[src/rtl/vsg_pkg.sv]
package vsg_pkg;
    // Selects which host register a write targets.
    typedef enum logic {
        SEL_POS = 1'b0,
        SEL_LEN = 1'b1
    } reg_sel_e;
endpackage

[src/rtl/vsg_row_ctr.sv]
module vsg_row_ctr #(
    parameter int ROW_W = 7
) (
    input  logic             clk,
    input  logic             rst,
    input  logic             bound,
    input  logic [ROW_W-1:0] vtotal,
    output logic [ROW_W-1:0] row_q,
    output logic [ROW_W-1:0] row_nx,
    output logic             fs_q
);
    typedef struct packed {
        logic [ROW_W-1:0] row;
        logic             fs;
    } row_t;

    row_t st_d, st_q;
    logic at_top;

    always_comb begin
        at_top    = (st_q.row == vtotal);
        row_nx    = at_top ? '0 : ROW_W'(st_q.row + 1'b1);
        st_d      = st_q;
        st_d.fs   = bound && at_top;
        if (bound) st_d.row = row_nx;
    end

    always_ff @(posedge clk) begin
        if (rst) st_q <= '0;
        else     st_q <= st_d;
    end

    assign row_q = st_q.row;
    assign fs_q  = st_q.fs;

    a_r2_row_step: assert property (@(posedge clk) disable iff (rst)
        bound && (row_q != vtotal) |=> row_q == ROW_W'($past(row_q) + 1'b1));
    a_r2_row_idle: assert property (@(posedge clk) disable iff (rst)
        !bound |=> $stable(row_q));
    a_r3_wrap_zero: assert property (@(posedge clk) disable iff (rst)
        bound && (row_q == vtotal) |=> (row_q == '0) && fs_q);
    a_r3_fs_row: assert property (@(posedge clk) disable iff (rst)
        fs_q |-> row_q == '0);
endmodule

[src/rtl/vsg_regs.sv]
module vsg_regs
    import vsg_pkg::*;
#(
    parameter int ROW_W      = 7,
    parameter int PW_W       = 4,
    parameter int DEF_WIDTH  = 16,
    parameter bit PROG_WIDTH = 1'b1
) (
    input  logic             clk,
    input  logic             rst,
    input  logic             wr_en,
    input  logic             wr_sel,
    input  logic [ROW_W-1:0] wr_data,
    output logic [ROW_W-1:0] pos_q,
    output logic             pos_wr,
    output logic [PW_W:0]    width
);
    localparam int CNT_W = PW_W + 1;
    localparam logic [CNT_W-1:0] FULL   = CNT_W'(1) << PW_W;
    localparam logic [PW_W-1:0]  WF_RST = PW_W'(DEF_WIDTH);

    typedef struct packed {
        logic [ROW_W-1:0] pos;
        logic [PW_W-1:0]  wf;
    } regs_t;

    regs_t st_d, st_q;
    logic [PW_W-1:0] wf_nx;
    logic            len_wr;

    assign pos_wr = wr_en && (reg_sel_e'(wr_sel) == SEL_POS);
    assign len_wr = wr_en && (reg_sel_e'(wr_sel) == SEL_LEN);

    generate
        if (PROG_WIDTH) begin : g_prog
            assign wf_nx = len_wr ? wr_data[PW_W-1:0] : st_q.wf;
        end else begin : g_fixed
            assign wf_nx = WF_RST;
        end
    endgenerate

    always_comb begin
        st_d     = st_q;
        st_d.wf  = wf_nx;
        if (pos_wr) st_d.pos = wr_data;
    end

    always_ff @(posedge clk) begin
        if (rst) begin
            st_q.pos <= '0;
            st_q.wf  <= WF_RST;
        end else begin
            st_q <= st_d;
        end
    end

    assign pos_q = st_q.pos;
    assign width = (st_q.wf == '0) ? FULL : {1'b0, st_q.wf};

    a_r7_pos_load: assert property (@(posedge clk) disable iff (rst)
        pos_wr |=> pos_q == $past(wr_data));
    a_r7_pos_hold: assert property (@(posedge clk) disable iff (rst)
        !pos_wr |=> $stable(pos_q));
    a_r10_width_range: assert property (@(posedge clk) disable iff (rst)
        (width != '0) && (width <= FULL));
endmodule

[src/rtl/vsg_pulse.sv]
module vsg_pulse #(
    parameter int ROW_W = 7,
    parameter int CNT_W = 5
) (
    input  logic             clk,
    input  logic             rst,
    input  logic             bound,
    input  logic [ROW_W-1:0] row_q,
    input  logic [ROW_W-1:0] row_nx,
    input  logic [ROW_W-1:0] pos,
    input  logic [CNT_W-1:0] width,
    input  logic             pos_wr,
    input  logic [ROW_W-1:0] wr_data,
    output logic             act_q
);
    typedef struct packed {
        logic             act;
        logic [CNT_W-1:0] cnt;
    } pulse_t;

    pulse_t st_d, st_q;
    logic hit_line, hit_wr, last;

    always_comb begin
        hit_line = bound && (row_nx == pos);
        hit_wr   = pos_wr && (wr_data == row_q);
        last     = (CNT_W'(st_q.cnt + 1'b1) == width);
        st_d     = st_q;
        if (st_q.act) begin
            if (bound) begin
                if (last) begin
                    st_d.act = 1'b0;
                    st_d.cnt = '0;
                end else begin
                    st_d.cnt = CNT_W'(st_q.cnt + 1'b1);
                end
            end
        end else if (hit_line || hit_wr) begin
            st_d.act = 1'b1;
            st_d.cnt = '0;
        end
    end

    always_ff @(posedge clk) begin
        if (rst) st_q <= '0;
        else     st_q <= st_d;
    end

    assign act_q = st_q.act;

    a_r4_rise_cause: assert property (@(posedge clk) disable iff (rst)
        $rose(act_q) |-> $past((bound && (row_nx == pos)) || (pos_wr && (wr_data == row_q))));
    a_r5_hold: assert property (@(posedge clk) disable iff (rst)
        act_q && !bound |=> act_q);
    a_r5_fall_on_bound: assert property (@(posedge clk) disable iff (rst)
        $fell(act_q) |-> $past(bound));
    a_r5_cnt_bound: assert property (@(posedge clk) disable iff (rst)
        act_q |-> st_q.cnt < width);
    a_r8_cnt_steady: assert property (@(posedge clk) disable iff (rst)
        act_q && !bound |=> $stable(st_q.cnt));
endmodule

[src/rtl/vsync_gen.sv]
module vsync_gen #(
    parameter int ROW_W      = 7,
    parameter int PW_W       = 4,
    parameter int DEF_WIDTH  = 16,
    parameter bit PROG_WIDTH = 1'b1
) (
    input  logic             clk,
    input  logic             rst,
    input  logic             char_en,
    input  logic             line_end,
    input  logic [ROW_W-1:0] vtotal,
    input  logic             wr_en,
    input  logic             wr_sel,
    input  logic [ROW_W-1:0] wr_data,
    output logic             vsync,
    output logic             vblank,
    output logic [ROW_W-1:0] row,
    output logic             frame_start
);
    localparam int CNT_W = PW_W + 1;

    logic             bound;
    logic [ROW_W-1:0] row_q, row_nx, pos_q;
    logic             pos_wr;
    logic [CNT_W-1:0] width;
    logic             act_q;

    assign bound = char_en && line_end;

    vsg_row_ctr #(.ROW_W(ROW_W)) u_row (
        .clk(clk), .rst(rst), .bound(bound), .vtotal(vtotal),
        .row_q(row_q), .row_nx(row_nx), .fs_q(frame_start)
    );

    vsg_regs #(.ROW_W(ROW_W), .PW_W(PW_W), .DEF_WIDTH(DEF_WIDTH),
               .PROG_WIDTH(PROG_WIDTH)) u_regs (
        .clk(clk), .rst(rst), .wr_en(wr_en), .wr_sel(wr_sel),
        .wr_data(wr_data), .pos_q(pos_q), .pos_wr(pos_wr), .width(width)
    );

    vsg_pulse #(.ROW_W(ROW_W), .CNT_W(CNT_W)) u_pulse (
        .clk(clk), .rst(rst), .bound(bound), .row_q(row_q), .row_nx(row_nx),
        .pos(pos_q), .width(width), .pos_wr(pos_wr), .wr_data(wr_data),
        .act_q(act_q)
    );

    assign vsync  = act_q;
    assign vblank = act_q;
    assign row    = row_q;

    a_r1_reset_quiet: assert property (@(posedge clk)
        $past(rst) |-> !vsync && !frame_start && (row == '0));
endmodule

[config.mk]
export PLATFORM = sky130hd
export DESIGN_NAME = vsync_gen
export DESIGN_NICKNAME = d
export VERILOG_FILES = /design/src/rtl/vsg_pkg.sv /design/src/rtl/vsg_row_ctr.sv /design/src/rtl/vsg_regs.sv /design/src/rtl/vsg_pulse.sv /design/src/rtl/vsync_gen.sv
export SDC_FILE = /design/constraint.sdc
export NUM_CORES = 1
export LEC_CHECK = 0
export BUFFER_PORTS_ARGS = -buffer_cell sky130_fd_sc_hd__buf_2
export CAP_MARGIN = 10
export CORE_MARGIN = 8
export CORE_UTILIZATION = 45
export CTS_CLUSTER_SIZE = 28
export DETAILED_ROUTE_END_ITERATION = 10
export PLACE_DENSITY = 0.71
export SLEW_MARGIN = 25
export SYNTH_ARGS = -nofsm -noshare
export SYNTH_HDL_FRONTEND = slang
export SYNTH_SLANG_ARGS = --single-unit
[constraint.sdc]
create_clock -name clk -period 2.7 [get_ports clk]
set_input_delay 0.81 -clock clk [delete_from_list [all_inputs] [get_ports clk]]
set_output_delay 0.81 -clock clk [all_outputs]
set_load 0.01 [all_outputs]
## After elaboration in Yosys (flattened, before gate mapping)

Index checks and enable logic that the tools add are counted.

- Divide/modulo/power cells: 0
- Mux-type cells: 7
- Add/subtract/negate cells: 2
- Multiply operators: 0
- Bitwise gates (word level): 1
- Reductions and logical operators: 10
- Shifts and indexed selects: 0
- Eq/ne operators: 5
- Magnitude comparators: 0

Operators with widths:

| kind | number |
|---|---|
| 7-bit == test | 3 |
| 6-bit 2-to-1 mux | 3 |
| 5-bit 2-to-1 mux | 2 |
| 7-bit by 1-bit adder with 7-bit output, second input constant | 1 |
| 7-bit 2-to-1 mux | 1 |
| 1-bit logical AND | 6 |
| 5-bit by 1-bit adder with 5-bit output, second input constant | 1 |
| 5-bit == test | 1 |
| 4-bit logical NOT | 1 |
| 2-bit by 1-bit inequality test with 1-bit output, second input constant | 1 |
| 2-bit AND reduction | 1 |
| 2-bit nonzero test | 1 |
| 1-bit logical OR | 1 |
| 1-bit 2-to-1 mux | 1 |
| 1-bit NOT | 1 |

- Flip-flop bits (word level): 25
- Bits of input ports: 20
- Output and inout port bits: 10
- ROM bits: 0
- Bits in writable memories: 0
- Memories kept: 0
- Bits in latches: 0
- Logic and storage cells: 31

## Longest topological paths before layout

- Depth after elaboration: 7
- Depth in mapped cells: 9
- Depth with buffers taken out: 8

## Cells and area by module

Synthesis repeated with hierarchy kept, for this count alone.

- Cells, all modules: 187
- Area, all modules: 1757.9 um^2

By module, submodules not included:

| module | times used | seq. area each (um^2) | cells an instance | area each (um^2) |
|---|---|---|---|---|
| vsg_row_ctr | 1 | 160.2 | 67 | 606.8 |
| vsg_pulse | 1 | 120.1 | 61 | 570.5 |
| vsg_regs | 1 | 220.2 | 57 | 566.8 |
| vsync_gen | 1 | 0.0 | 2 | 13.8 |

## Least setup slack after synthesis

Ideal clock, no wire load.

- Path type: input to register
- From: input char_en
- To: register u_pulse.st_q[0] (netlist name)
- Path slack: 346 ps
- Path buffers: 1
- Setup time: 132 ps
- Data arrival time: 2222 ps
- Cell stages on the path: 8
- Data required time: 2568 ps
- Path through: and2_1 > clkbuf_1 > o21ai_0 > a221o_1 > a211o_1 > a211o_1 > o211ai_1 > a21oi_1

- Word-level cells in the longest chain between the ends: 5
- Elaborated cells on any way between the ends: 6
- Classes of those cells: 1 x eq/ne; 5 x reduce/logical

RTL lines:

| what | line | RTL |
|---|---|---|
| start: declaration | vsync_gen.sv:9 | `input logic char_en,` |
| 1-bit logical AND * | vsync_gen.sv:28 | `assign bound = char_en && line_end;` |
| 1-bit logical AND | vsg_pulse.sv:25 | `hit_line = bound && (row_nx == pos);` |
| 1-bit logical OR | vsg_pulse.sv:38 | `end else if (hit_line \|\| hit_wr) begin` |
| 2-bit nonzero test (no line) | -- |  |
| 2-bit AND reduction (no line) * | -- |  |
| end signal: assignment | vsg_pulse.sv:46 | `else st_q <= st_d;` |
| end: declaration | vsg_pulse.sv:21 | `pulse_t st_d, st_q;` |

Every way passes the cells marked *; elsewhere a longest branch is shown, timed or not.
A chain may end at the register's enable or synchronous reset.

## Worst setup path after layout

- From: register u_row.st_q, in the netlist u_row.row_q[1]
- To: register u_pulse.st_q[3] (netlist name)

- Word-level cells in the longest chain between the ends: 7
- Elaborated cells on any way between the ends: 10
- Classes of those cells: 1 x add/sub; 3 x eq/ne; 1 x mux; 5 x reduce/logical

RTL lines:

| what | line | RTL |
|---|---|---|
| start: declaration | vsg_row_ctr.sv:17 | `row_t st_d, st_q;` |
| start signal: assignment | vsg_row_ctr.sv:30 | `else st_q <= st_d;` |
| 7-bit by 1-bit adder with 7-bit output or 7-bit == test (tied branches) | vsg_row_ctr.sv:22, vsg_row_ctr.sv:21 |  |
| 7-bit 2-to-1 mux | vsg_row_ctr.sv:22 | `row_nx = at_top ? '0 : ROW_W'(st_q.row + 1'b1);` |
| 7-bit == test | vsg_pulse.sv:25 |  |
| 1-bit logical AND | vsg_pulse.sv:25 |  |
| 1-bit logical OR * | vsg_pulse.sv:38 |  |
| 2-bit nonzero test (no line) * | -- |  |
| 2-bit AND reduction (no line) * | -- |  |

Marked as above.

==> results_dict.tcl <==
set metrics [dict create \
    final_area_mm2 0.00184 \
    fin_crit_sh_pct 84.1 \
    min-delay-start "u_regs.st_q[1]" \
    fmax_mhz 440 \
    firstDrtPassIters 4 \
    ctsRootBufferMaster "clkbuf_4" \
    fp.dieH_um 76.4 \
    tightest_slew_ns 0.452 \
    yosysWarningCount 0 \
    grt_max_degree 23 \
    wl_met1_um 1920 \
    cts_buffer_depth 2 \
    routed.top_layer "met4" \
    clkLatencyLatePin_ns 0.32 \
    outcome "finished clean" \
    grt_pass1_wl_um 6780 \
    synth.top_cells.by_area "dfxtp_1 (31%), nand2_1 (8.0%), xor2_1 (6.9%)" \
    antenna_left 0 \
    power_frac_clock_pct 25.8 \
    wl_met3_um 198 \
    critical_path.cell_chain "ha_1 > nand3_2 > or3_1 > and4_1 > o21ai_0 > a211o_1 > nand2_1 > a221oi_2" \
    pwr-share-comb_pct 17.0 \
    start_kind "flip-flop" \
    start_util_pct 45.8 \
    cp-end-kind "flip-flop" \
    timing.final.crit_period_ns 2.27 \
    layout.nets 261 \
    post_cts_buffers 0 \
    p_int_uw 489 \
    final.setup.tns_ns 0 \
    gp_congestion 0.863 \
    final_cells 286 \
    grt_pass1_vias 1475 \
    synth_edf_count 0 \
    critPathSlowestCell "or3_1" \
    die_area_mm2 0.00583 \
    placed_cell_area_mm2 0.00181 \
    wl_met2_um 1630 \
    whs_ns 0.498 \
    num_antenna_cells 0 \
    drt-total-wl_um 3780 \
    boundaryPins 30 \
    place_inst 282 \
    netSwitchingPower_uw 190 \
    dpl.hpwl_um 2940 \
    hold_end "u_regs.st_q[1]" \
    reg2reg_depth 8 \
    vias 1524 \
    crit_required_ns 2.96 \
    swShare_pct 28.0 \
    dp_slack_ns 0.112 \
    cts_tree "done" \
    cp_top_family "simple AND/OR/NAND/NOR gates" \
    ir_worst_vdd_mv 0.217 \
    pwr_density_cell_mw_per_mm2 370 \
    setup_violations 0 \
    reg2reg_to "u_pulse.st_q[3]" \
    worstHoldPathCells 2 \
    netlist_area_mm2 0.00164 \
    drv_cap 0 \
    critPathKind "reg2reg" \
    synth.net_count 231 \
    power_leakage_nw 0.765 \
    holdBufCountCts 0 \
    first_iter_violations 117 \
    num_rows 22 \
    async_reset_ff_share_pct 0 \
    reg2reg_slack_ns 0.43 \
    wl_per_cell_um 13.2 \
    portBuffers 29 \
    cts_inserted_buffers 3 \
    cpPeakStageDelay_ns 0.43 \
    h-tree-depth 1 \
    grt_setup_unrepaired "false" \
    ys_ff_latch 25 \
    p_seq_share_pct 57.2 \
    coreArea_mm2 0.00358 \
    syn_to_final_growth_pct 11.9 \
    timing.critical_path.buf_inv 0 \
    die_w_um 76.4 \
    arrival_ns 2.53 \
    slew_headroom_pct 69.8 \
    synth_top_area_share_pct 30.5 \
    final_max_slew_viol_count 0 \
    antenna_found_initial 0 \
    cts_num_sinks 25 \
    synthCells 209 \
    drc 0 \
    path_max_fanout 7 \
    drive_gt1_share_pct 20.6 \
    vias_per_cell 5.33 \
    finalHoldViolations 0 \
    r2r_start "u_row.row_q[1]" \
    synth_top_area_cell "dfxtp_1" \
    synth-main-ff-cell "dfxtp_1" \
    setup_ws_ns 0.430 \
    ys_seq_area_share_pct 30.5 \
    postCtsResizedCells 0 \
    fin_skew_ns 0.00857 \
    syn_avg_cell_area_um2 7.85 \
    clk_pin_slew_worst_paths_ns 0.15 \
    globalRouteTotalUtil_pct 13.4 \
    gr-total-overflow 0 \
    ys_types 44 \
    min_path_type "reg2reg" \
]
worst max-delay path by stage:
stage / endpoint / startpoint / depth (start not counted)
floorplan: u_pulse.st_q[0] / char_en / 8
global placement: u_pulse.st_q[0] / vtotal[5] / 8
detailed placement: u_pulse.st_q[0] / vtotal[1] / 8
CTS: u_pulse.st_q[3] / u_row.row_q[1] / 8
global route: u_pulse.st_q[3] / u_row.row_q[0] / 8
finish: u_pulse.st_q[3] / u_row.row_q[1] / 8
state kept, by name, summed over array words and instances (netlist names):
name           count
u_pulse.st_q       5
u_regs.pos_q       7
u_pulse.act_q      1
u_regs.st_q        4
u_row.row_q        7
u_row.fs_q         1
placed cells by master, fill, tap and decap left out, types with 2 or more instances in the layout:
| cell | instances |
|---|---|
| buf_4 | 7 |
| o21ai_0 | 13 |
| dfxtp_1 | 25 |
| nor2_1 | 20 |
| buf_2 | 29 |
| o21a_1 | 2 |
| clkbuf_4 | 3 |
| nor3_1 | 4 |
| nand3_1 | 11 |
| xnor2_2 | 4 |
| a21oi_1 | 21 |
| xor2_1 | 13 |
| a211o_1 | 3 |
| nand2_1 | 35 |
| a22oi_1 | 2 |
| ha_1 | 2 |
| or4_1 | 2 |
| xnor2_1 | 8 |
| nand4_1 | 2 |
| nor4_1 | 2 |
| inv_1 | 6 |
metal layers:
metal,track usage [%],vias to the layer above
li1,-,776
met1,18.2,707
met2,21.3,37
met3,2.24,4
met4,3.46,0
met5,0,-
metrics by stage:
stage,util [%],total power [mW]
after floorplan,-,0.468
after global placement,50.5,0.511
after detailed placement,50.5,0.512
after CTS,51.3,0.684
after global routing,51.3,0.708
final,51.3,0.679
synth_stat cells, drive strengths merged (3+ instances only):
cell type  number
nand2          35
dfxtp          25
a21oi          21
nor2           20
o21ai          13
xor2           13
nand3          12
xnor2          12
buf             7
inv             6
clkbuf          4
nor3            4
a211o           3
final cells by class:
type | instances | area [um^2]
flip-flops and latches | 25 | 500
well taps | 48 | 60.1
fillers | 374 | 1740
multi-input cells | 167 | 1030
repair buffers | 36 | 198
clock buffers | 3 | 22.5
inverters | 6 | 22.5
clock inverters | 1 | 5.00
worst min-delay path, stage by stage (launching register included):
cell and delay [ns]:
dfxtp_1 0.36, nand2_1 0.06, a21oi_1 0.05
power by group through the flow:
stage / sequential, mW / combinational (mW) / clock [mW]
2_1_floorplan: 0.395 / 0.0730 / 0
3_3_place_gp: 0.396 / 0.114 / 0
3_5_place_dp: 0.396 / 0.116 / 0
4_1_cts: 0.388 / 0.116 / 0.180
5_1_grt: 0.390 / 0.130 / 0.189
6_report: 0.388 / 0.115 / 0.175
kinds of logic (layout without fill, tap and decap cells):
| group | count (synthesis) | after routing | synth area share, % |
|---|---|---|---|
| DFF | 25 | 25 | 30.5 |
| buffers and inverters | 17 | 46 | 6.86 |
| muxes | 2 | 2 | 1.53 |
| adders and majority gates | 2 | 2 | 1.53 |
| xor gates and xnor gates | 26 | 26 | 16.6 |
| and+or+nand+nor | 88 | 88 | 24.7 |
| AOI/OAI and AO/OA | 49 | 49 | 18.3 |
(Power assumes the default switching activity.)
